==> src/rtl/cmt_pkg.sv <==
package cmt_pkg;
  localparam int REG_W = 32;
  localparam int HID_W = 8;

  // main control register bit positions
  localparam int CR0_PE = 0;
  localparam int CR0_ET = 4;
  localparam int CR0_WP = 16;
  localparam int CR0_PG = 31;
  // feature register bit positions
  localparam int CR4_PSE = 4;
  localparam int CR4_PAE = 5;
  localparam int CR4_PGE = 7;
  localparam int CR4_OSFX = 9;
  // extended-enable register bit positions
  localparam int EFER_LME = 8;
  localparam int EFER_LMA = 10;

  localparam logic [REG_W-1:0] CR0_XLAT_MASK =
    (REG_W'(1) << CR0_PG) | (REG_W'(1) << CR0_WP) | (REG_W'(1) << CR0_PE);
  localparam logic [REG_W-1:0] CR4_XLAT_MASK =
    (REG_W'(1) << CR4_PGE) | (REG_W'(1) << CR4_PAE) | (REG_W'(1) << CR4_PSE);

  typedef struct packed {
    logic osfx;
    logic code64;
    logic longAct;
    logic fpuTs;
    logic fpuEm;
    logic fpuMp;
    logic addSeg;
    logic peMode;
  } hid_t;

  typedef struct packed {
    logic loadCr0;
    logic goLong;
    logic leaveLong;
    logic loadCr4;
    logic loadEfer;
    logic loadA20;
    logic setCs64;
    logic flush;
    logic trunc;
  } strobe_t;

  function automatic logic [REG_W-1:0] cr0Fix(input logic [REG_W-1:0] v);
    return v | (REG_W'(1) << CR0_ET);
  endfunction

  function automatic logic [REG_W-1:0] cr4Fix(input logic [REG_W-1:0] v,
                                              input logic sse);
    return sse ? v : (v & ~(REG_W'(1) << CR4_OSFX));
  endfunction

  function automatic hid_t hidAfterCr0(input hid_t cur, input logic [REG_W-1:0] v);
    hid_t n;
    n = cur;
    n.peMode = v[CR0_PE];
    n.addSeg = cur.addSeg | ~v[CR0_PE];
    n.fpuMp  = v[1];
    n.fpuEm  = v[2];
    n.fpuTs  = v[3];
    return n;
  endfunction
endpackage

==> src/rtl/cmt_ctrl.sv <==
module cmt_ctrl
  import cmt_pkg::*;
(
  input  logic             wrCr0,
  input  logic [REG_W-1:0] cr0Data,
  input  logic             wrCr4,
  input  logic [REG_W-1:0] cr4Data,
  input  logic             wrEfer,
  input  logic             setCode64,
  input  logic             a20Req,
  input  logic             sseAvail,
  input  logic [REG_W-1:0] cr0Cur,
  input  logic [REG_W-1:0] cr4Cur,
  input  logic             lmeOn,
  input  logic             lmaOn,
  input  logic             paeOn,
  input  logic             a20Cur,
  input  logic             longOn,
  output strobe_t          stb
);
  logic [REG_W-1:0] cr0New, cr4New, cr0Diff, cr4Diff;
  logic pgOld, pgNew, enterReq, rejectWr, exitReq, cr0Flush, cr4Flush, a20Chg;

  always_comb begin
    cr0New   = cr0Fix(cr0Data);
    cr4New   = cr4Fix(cr4Data, sseAvail);
    cr0Diff  = (cr0New ^ cr0Cur) & CR0_XLAT_MASK;
    cr4Diff  = (cr4New ^ cr4Cur) & CR4_XLAT_MASK;
    pgOld    = (cr0Cur & (REG_W'(1) << CR0_PG)) != '0;
    pgNew    = (cr0New & (REG_W'(1) << CR0_PG)) != '0;
    cr0Flush = wrCr0 && (cr0Diff != '0);
    cr4Flush = wrCr4 && (cr4Diff != '0);
    enterReq = wrCr0 && !pgOld && pgNew && lmeOn;
    rejectWr = enterReq && !paeOn;
    exitReq  = wrCr0 && pgOld && !pgNew && lmaOn;
    a20Chg   = a20Req != a20Cur;

    stb.loadCr0   = wrCr0 && !rejectWr;
    stb.goLong    = enterReq && !rejectWr;
    stb.leaveLong = exitReq;
    stb.loadCr4   = wrCr4;
    stb.loadEfer  = wrEfer;
    stb.loadA20   = a20Chg;
    stb.setCs64   = setCode64 && longOn;
    stb.flush     = cr0Flush || cr4Flush || a20Chg;
    stb.trunc     = exitReq;
  end
endmodule

==> src/rtl/cmt_regs.sv <==
module cmt_regs
  import cmt_pkg::*;
#(
  parameter int               A20_BIT   = 20,
  parameter logic [REG_W-1:0] RESET_CR0 = 32'h6000_0010
) (
  input  logic             clk,
  input  logic             rstN,
  input  strobe_t          stb,
  input  logic [REG_W-1:0] cr0Data,
  input  logic [REG_W-1:0] cr4Data,
  input  logic [REG_W-1:0] eferData,
  input  logic             a20Req,
  input  logic             sseAvail,
  output logic [REG_W-1:0] cr0Q,
  output logic [REG_W-1:0] cr4Q,
  output logic [REG_W-1:0] eferQ,
  output logic [REG_W-1:0] a20MaskQ,
  output hid_t             hidQ,
  output logic             flushQ,
  output logic             truncQ
);
  localparam logic [REG_W-1:0] LMA_BIT  = REG_W'(1) << EFER_LMA;
  localparam logic [REG_W-1:0] GATE_BIT = REG_W'(1) << A20_BIT;
  localparam logic [REG_W-1:0] CR0_RST  = cr0Fix(RESET_CR0);

  logic [REG_W-1:0] cr0N, cr4N, eferN, maskN;
  hid_t hidN;

  always_comb begin
    cr0N  = cr0Q;
    cr4N  = cr4Q;
    eferN = eferQ;
    maskN = a20MaskQ;
    hidN  = hidQ;
    if (stb.loadEfer) eferN = (eferData & ~LMA_BIT) | (eferQ & LMA_BIT);
    if (stb.loadCr0) begin
      cr0N = cr0Fix(cr0Data);
      hidN = hidAfterCr0(hidQ, cr0N);
    end
    if (stb.goLong) begin
      eferN = eferN | LMA_BIT;
      hidN.longAct = 1'b1;
    end
    if (stb.setCs64) hidN.code64 = 1'b1;
    if (stb.leaveLong) begin
      eferN = eferN & ~LMA_BIT;
      hidN.longAct = 1'b0;
      hidN.code64  = 1'b0;
    end
    if (stb.loadCr4) begin
      cr4N = cr4Fix(cr4Data, sseAvail);
      hidN.osfx = (cr4N & (REG_W'(1) << CR4_OSFX)) != '0;
    end
    if (stb.loadA20) maskN = ~GATE_BIT | (a20Req ? GATE_BIT : '0);
  end

  always_ff @(posedge clk) begin
    if (!rstN) begin
      cr0Q     <= CR0_RST;
      hidQ     <= hidAfterCr0('0, CR0_RST);
      cr4Q     <= '0;
      eferQ    <= '0;
      a20MaskQ <= '1;
      flushQ   <= 1'b0;
      truncQ   <= 1'b0;
    end else begin
      cr0Q     <= cr0N;
      hidQ     <= hidN;
      cr4Q     <= cr4N;
      eferQ    <= eferN;
      a20MaskQ <= maskN;
      flushQ   <= stb.flush;
      truncQ   <= stb.trunc;
    end
  end
endmodule

==> src/rtl/ctl_mode_tracker.sv <==
module ctl_mode_tracker
  import cmt_pkg::*;
#(
  parameter int               A20_BIT   = 20,
  parameter logic [REG_W-1:0] RESET_CR0 = 32'h6000_0010
) (
  input  logic             clk,
  input  logic             rstN,
  input  logic             wrCr0,
  input  logic [REG_W-1:0] cr0Data,
  input  logic             wrCr4,
  input  logic [REG_W-1:0] cr4Data,
  input  logic             wrEfer,
  input  logic [REG_W-1:0] eferData,
  input  logic             setCode64,
  input  logic             a20Req,
  input  logic             sseAvail,
  output logic [REG_W-1:0] cr0Q,
  output logic [REG_W-1:0] cr4Q,
  output logic [REG_W-1:0] eferQ,
  output logic [REG_W-1:0] a20Mask,
  output logic [HID_W-1:0] hidFlags,
  output logic             ipTrunc,
  output logic             tlbFlush
);
  strobe_t stb;
  hid_t    hidQ;

  cmt_ctrl ctrl_i (
    .wrCr0(wrCr0), .cr0Data(cr0Data), .wrCr4(wrCr4), .cr4Data(cr4Data),
    .wrEfer(wrEfer), .setCode64(setCode64), .a20Req(a20Req), .sseAvail(sseAvail),
    .cr0Cur(cr0Q), .cr4Cur(cr4Q),
    .lmeOn(eferQ[EFER_LME]), .lmaOn(eferQ[EFER_LMA]), .paeOn(cr4Q[CR4_PAE]),
    .a20Cur(a20Mask[A20_BIT]), .longOn(hidQ.longAct), .stb(stb)
  );

  cmt_regs #(.A20_BIT(A20_BIT), .RESET_CR0(RESET_CR0)) regs_i (
    .clk(clk), .rstN(rstN), .stb(stb), .cr0Data(cr0Data), .cr4Data(cr4Data),
    .eferData(eferData), .a20Req(a20Req), .sseAvail(sseAvail),
    .cr0Q(cr0Q), .cr4Q(cr4Q), .eferQ(eferQ), .a20MaskQ(a20Mask),
    .hidQ(hidQ), .flushQ(tlbFlush), .truncQ(ipTrunc)
  );

  assign hidFlags = hidQ;
endmodule

==> config.mk <==
export PLATFORM = sky130hd
export DESIGN_NAME = ctl_mode_tracker
export DESIGN_NICKNAME = d
export VERILOG_FILES = /design/src/rtl/cmt_pkg.sv /design/src/rtl/cmt_ctrl.sv /design/src/rtl/cmt_regs.sv /design/src/rtl/ctl_mode_tracker.sv
export SDC_FILE = /design/constraint.sdc
export NUM_CORES = 1
export LEC_CHECK = 0
export BUFFER_PORTS_ARGS = -buffer_cell sky130_fd_sc_hd__buf_2
export CAP_MARGIN = 20
export CORE_MARGIN = 2
export CORE_UTILIZATION = 39
export CTS_CLUSTER_DIAMETER = 200
export DETAILED_ROUTE_END_ITERATION = 6
export PLACE_DENSITY = 0.76
export SLEW_MARGIN = 0
export SYNTH_ARGS = -nofsm -noshare
export SYNTH_HDL_FRONTEND = slang
export SYNTH_SLANG_ARGS = --single-unit
==> constraint.sdc <==
create_clock -name clk -period 1.4 [get_ports clk]
set_clock_uncertainty 0.15 [all_clocks]
set_input_delay 0.35 -clock clk [delete_from_list [all_inputs] [get_ports clk]]
set_output_delay 0.35 -clock clk [all_outputs]
set_load 0.05 [all_outputs]
==> reports/qor.txt, run 1 <==
Outcome = finished, violations left
Failing checks = setup timing
Clock tree from TritonCTS = built
Pin count of the biggest net entering global routing = 37
Placement Rows = 37
Commonest non-fill, non-tap cell in the layout = buf_2
Synth cell types = 29
First-pass GRT wire length = 18000 um
CP bufs+invs = 2
Nets = 743
Antenna cells = 0
GRT Overall Usage = 20.2%
H-tree depth = 3
Initial Util = 39.8%
Detailed Routing Iterations Pass 1 = 4
Max rail drop VDD = 0.660 mV
Synth Register Bits = 101
Reg clk slew, reported paths = 90 ps
CP max stage cell = and4bb_4
Ports = 242
Part of the Yosys area used for sequential elements = 49.6%
Post-DP HPWL = 7870 um
Post-route ant nets = 0
Layout cells sized above 1 = 58.9%
Design area = 6710 sq um
CTS buffer count = 9
CP Capture Type = register
Leakage = 3.16 nW
Worst slack, placed = -27.1 ps
Warnings, synthesis = 0
CP max stage delay = 380 ps
Pwr dens = 1090 nW/um^2
Post-DR wirelength/cell = 16.2 um
Maxcap violations = 0
Worst Path Arrival = 1610 ps
Mapped cell area = 4070 sq um
Die height = 106 um
Initial antenna violation count = 0
Core ar. = 10200 sq um
Sinks on Clock Net = 101
Hold path depth = 2
Die ar. = 11300 sq um
Worst Path Class, Setup = reg2reg
Setup WS post-layout = -83.6 ps
Final setup viols = 28
Max Fclk = 674 MHz
Family with the most delay on the worst path = simple AND/OR/NAND/NOR gates
Final Hold Vio Count = 0
Total Routed Length = 12600 um
CP startpoint kind = register
Dpl cell area = 5200 sq um
Synthesized area per cell = 9.65 sq um
Fin cells = 780
R2R cell count = 5
GRT overflow = 0
Final GP Congestion = 0.749
Die W = 106 um
Max Slew Vio Count = 0
Dpl cells = 745
Clk buf depth = 2
Total Power = 7.29 mW
Vias/cell = 4.86
Gate Count Post-Synth = 422
Min Tclk post-route = 1480 ps
Most frequent cells in the layout = 102 x buf_2, 92 x dfxtp_2, 72 x buf_8
Worst path required time = 1530 ps
Number of cells on the critical path = 5
Period utilization = 106%
RSZ-0062 raised after global routing = yes
Crit-path cells = buf_4, and4bb_4, clkbuf_16, o21ai_1, a21oi_1
Post-layout util = 65.6%
Vias in the first global route = 3650
Iter 0 DRT Violations = 212
Root Driver = clkbuf_8
Post-route DRC = 0
Worst skew pair latency = 360 ps
Area added between synthesis and finish = 64.8%
Via count = 3793
Worst-path fanout max = 9
Fillers = 726
PortBufs = 207
Type of the worst min-delay path = in2reg
==> worst paths after layout <==
check,from,slack [ps],to
max reg2reg,regs_i.cr4Q[5]$_SDFFE_PN0P_,-80,regs_i.cr0Q[20]$_SDFFE_PN0P_
min,a20Req,60,regs_i.a20MaskQ[20]$_SDFFE_PN1P_
max,regs_i.cr4Q[5]$_SDFFE_PN0P_,-80,regs_i.cr0Q[20]$_SDFFE_PN0P_
min reg2reg,regs_i.hidQ[1]$_SDFFE_PN1P_,330,regs_i.hidQ[1]$_SDFFE_PN1P_
==> layer usage <==
metal / up-vias / global-route usage [%] / wire length [um]
met5: - / 0 / 0
met4: 0 / 7.99 / 285
met3: 27 / 6.44 / 1070
met2: 197 / 36.5 / 6760
met1: 1787 / 21.9 / 4510
li1: 1782 / - / -
==> synth_stat cells <==
library cell / n / share of area [%]
nand2b_1: 2 / 0.31
and2_1: 1 / 0.15
o21ai_2: 8 / 1.7
nor2_1: 64 / 5.9
a31oi_1: 1 / 0.15
inv_1: 2 / 0.18
nand4b_1: 1 / 0.22
o21ai_0: 22 / 2.7
mux2i_1: 62 / 15
buf_4: 44 / 8.1
and4bb_4: 1 / 0.40
clkbuf_2: 2 / 0.25
clkbuf_1: 7 / 0.65
nand3_1: 34 / 4.2
buf_2: 16 / 2.0
nand4bb_1: 1 / 0.28
o31ai_1: 1 / 0.18
o21ai_1: 1 / 0.12
a21oi_1: 32 / 3.9
nand4_1: 1 / 0.15
nor3_1: 1 / 0.12
or3_1: 1 / 0.15
o21a_1: 2 / 0.37
buf_6: 4 / 1.1
dfxtp_1: 101 / 50
nand2_1: 1 / 0.092
conb_1: 1 / 0.092
xor2_1: 7 / 1.5
nor2b_1: 1 / 0.15
==> power breakdown <==
part / internal, mW / switching (mW) / total [mW] / leakage [nW]
Clock: 1.06 / 1.01 / 2.07 / 0.110
Sequential: 3.06 / 0.153 / 3.22 / 0.869
Combinational: 0.787 / 1.22 / 2.01 / 2.18
Total: 4.91 / 2.38 / 7.29 / 3.16
==> layout make-up <==
cell class | instances | area [sq um] | area share (%)
Sequential cell | 101 | 2170 | 32.3
Clock inverter | 5 | 82.6 | 1.23
Clock buffer | 11 | 141 | 2.11
Tap cell | 136 | 170 | 2.53
Timing Repair Buffer | 248 | 2440 | 36.3
Multi-Input combinational cell | 277 | 1710 | 25.4
Inverter | 2 | 7.51 | 0.112
==> state kept, by name, indices dropped and copies added, names as in the netlist <==
signal / count
regs_i.cr0Q: 31
regs_i.hidQ: 3
regs_i.a20MaskQ: 1
regs_i.eferQ: 32
regs_i.flushQ: 1
regs_i.truncQ: 1
regs_i.cr4Q: 32
==> cell families (layout without fill, tap and decap cells) <==
kind of cell,Yosys count,count (layout),synth area share [%]
and+or+nand+nor,109,109,12.1
DFF,101,101,49.6
buffers and inverters,75,266,12.3
AOI/OAI and AO/OA,67,67,9.18
muxes,62,62,15.2
xor gates and xnor gates,7,7,1.50
other,1,32,0.0920
==> per-stage QoR <==
stage | hold WS, ps | setup TNS, ps
floorplan | 272 | 0
global placement | 296 | -42.9
detailed placement | 305 | -27.1
CTS | 40.5 | -270
global route | 50.6 | -3680
finish | 61.3 | -875
==> repair_timing <==
item | CTS | global route
pin swaps | 12 | 6
setup buffers | 6 | 11
cloned | 0 | 2
setup endpoints to repair | 107 | 134
hold buffers | 0 | 0
resized for setup | 304 | 114
hold endpoints to repair | 0 | 0
==> worst register-to-register path: stages, from the launching register on <==
cell and delay (ps):
dfxtp_2 340, buf_4 130, and4bb_4 380, clkbuf_16 180, o21ai_1 80, a21oi_1 150
No activity file was read; power rests on OpenSTA's default activity.
==> run 2: changes to the inputs <==
--- a/config.mk
+++ b/config.mk
@@ -7,11 +7,13 @@
 export LEC_CHECK = 0
 export BUFFER_PORTS_ARGS = -buffer_cell sky130_fd_sc_hd__buf_2
 export CAP_MARGIN = 20
+export CELL_PAD_IN_SITES_DETAIL_PLACEMENT = 1
+export CELL_PAD_IN_SITES_GLOBAL_PLACEMENT = 2
 export CORE_MARGIN = 2
-export CORE_UTILIZATION = 39
+export CORE_UTILIZATION = 21
 export CTS_CLUSTER_DIAMETER = 200
 export DETAILED_ROUTE_END_ITERATION = 6
-export PLACE_DENSITY = 0.76
+export PLACE_DENSITY = 0.74
 export SLEW_MARGIN = 0
 export SYNTH_ARGS = -nofsm -noshare
 export SYNTH_HDL_FRONTEND = slang
==> run 2 against run 1 <==
  * Core utilization down 30 points
  * The flow still finishes with violations (setup timing)
  * Sequential share of layout area shrank 0.82 points
  * Sequential power about the same
  * Cell count is 15% higher
  * Register-to-register slack better by 60 ps
  * Die area rose by 82%
  * Via count fell by 2.4%
  * Cell area increased by 1.5%
  * Total power grew 6.9%
  * First-iteration DRC count shrank 73%
  * Maximum frequency rose by 2.8%
  * Hold slack better by 18 ps
==> reports/qor.txt, run 2 (synthesis gave the netlist of run 1 again) <==
Core ar. = 18900 sq um (+85%)
Period utilization = 103% (-2.9 points)
First-pass GRT wire length = 19600 um (+9.2%)
R2R Path Start = regs_i.cr0Q[31]$_SDFFE_PN0P_
Post-route DRC = 0 (unchanged)
Max Slew Vio Count = 0 (unchanged)
Failing checks = setup timing
# hold bufs at CTS = 0 (unchanged)
Outcome = finished, violations left
Leakage = 3.15 nW (-0.36%)
Final GP Congestion = 0.754 (+0.61%)
Worst skew pair latency = 340 ps (-20 ps)
Worst Path Arrival = 940 ps (-670 ps)
Layout cells sized above 1 = 59.0% (+0.11 points)
Via count = 3702 (-2.4%)
Pin count of the biggest net entering global routing = 39 (+5.4%)
Setup WS post-layout = -43.1 ps (+40.4 ps)
Iter 0 DRT Violations = 57 (-73%)
Final Hold Vio Count = 0 (unchanged)
Vias/cell = 4.13 (-15%)
Initial Util = 21.6% (-18 points)
Die W = 143 um (+35%)
Area taken by multi-input logic gates = 1820 sq um (+6.7%)
Placement Rows = 50 (+35%)
Biggest regs = regs_i.cr4Q x32, regs_i.eferQ x32, regs_i.cr0Q x31
Register area = 2140 sq um (-1.0%)
Ports = 242 (unchanged)
Commonest non-fill, non-tap cell in the layout = buf_2
Die height = 143 um (+35%)
Post-DP HPWL = 9500 um (+21%)
Initial antenna violation count = 0 (unchanged)
Worst Path Class, Setup = reg2out
Design area = 6820 sq um (+1.5%)
GRT overflow = 0 (unchanged)
Final setup viols = 4 (-86%)
GRT Overall Usage = 12.2% (-8.0 points)
PortBufs = 207 (unchanged)
Hold path depth = 2 (unchanged)
Area added between synthesis and finish = 67.3%
Min Tclk post-route = 1440 ps (-40.4 ps)
Worst path required time = 900 ps (-630 ps)
CP Capture Type = output port
Reg clk slew, reported paths = 70 ps (-20 ps)
Post-DR wirelength/cell = 15.1 um (-6.4%)
Post-layout util = 36.1% (-30 points)
Most frequent cells in the layout = 101 x buf_2, 98 x buf_6, 71 x dfxtp_2
Fillers = 2161 (+200%)
Critical Path Source = regs_i.cr0Q[31]$_SDFFE_PN0P_
CP startpoint kind = register
Worst-path fanout max = 3 (-6)
Antenna cells = 0 (unchanged)
Total Routed Length = 13600 um (+7.5%)
Clk buf depth = 2 (unchanged)
H-tree depth = 3 (unchanged)
Max Fclk = 693 MHz (+2.8%)
Pwr dens = 1140 nW/um^2 (+5.3%)
Maxcap violations = 0 (unchanged)
Detailed Routing Iterations Pass 1 = 4 (unchanged)
Root Driver = clkbuf_16
Sinks on Clock Net = 101 (unchanged)
Clock tree from TritonCTS = built
Nets = 736 (-0.94%)
Vias in the first global route = 3916 (+7.3%)
Hold path start = a20Req
RSZ-0062 raised after global routing = yes
Max rail drop VDD = 0.665 mV (+0.86%)
Setup TNS = -113 ps (+762 ps)
Dpl cell area = 5380 sq um (+3.3%)
Die ar. = 20500 sq um (+82%)
R2R cell count = 4 (-1)
CTS buffer count = 9 (unchanged)
Post-route ant nets = 0 (unchanged)
Type of the worst min-delay path = in2reg
## run 2: layout make-up
class | count | share of cell area [%]
clock buffer | 10 | 3.51
clock inverter | 5 | 1.10
timing repair buffer | 241 | 32.3
multi-input combinational | 277 | 26.7
inverter | 2 | 0.110
sequential | 101 | 31.5
tap | 260 | 4.77
## run 2: path summary, 6_finish.rpt
| path | endpoint | slack (ps) |
|---|---|---|
| worst max-delay path | cr0Q[31] | -40 |
| worst min register to register | regs_i.hidQ[1]$_SDFFE_PN1P_ | 310 |
| worst min-delay path | regs_i.a20MaskQ[20]$_SDFFE_PN1P_ | 80 |
| worst max register to register | regs_i.cr0Q[13]$_SDFFE_PN0P_ | -20 |
## run 2: power by group
group          leakage, nW  internal [mW]  switching [mW]  total, mW
clock network        0.158           1.60            1.06       2.66
logic                 2.13          0.718            1.23       1.95
registers            0.862           3.06           0.131       3.19
## run 2: critical path, cell delays in order (launching register included)
cell and delay (ps):
dfxtp_4 350, buf_6 110, buf_12 140
## run 2: timing repair
action	in CTS	in global routing
setup endpoints to repair	129	109
cloned	0	4
buffers inserted	5	1
pin swaps	3	14
resized for setup	232	132
## run 2: per-layer routing
metal | wire, um | up-vias | track usage (%) | part of all wire (%)
li1 | - | 1777 | - | -
met1 | 5160 | 1742 | 13.4 | 38
met2 | 7000 | 164 | 21.7 | 52
met3 | 1150 | 19 | 4.73 | 8.5
met4 | 263 | 0 | 4.02 | 1.9
met5 | 0 | - | 0 | 0
## run 2: per-stage QoR
step	power, mW	instances	hold slack, ps	setup slack [ps]
floorplan	4.43	453	272	34.5
finish	7.79	896	79.5	-43.1
CTS	7.82	891	53.1	-74.5
global placement	4.81	871	277	-15.7
detailed placement	4.84	871	281	-73.5
global route	8.18	896	82.6	-83.3
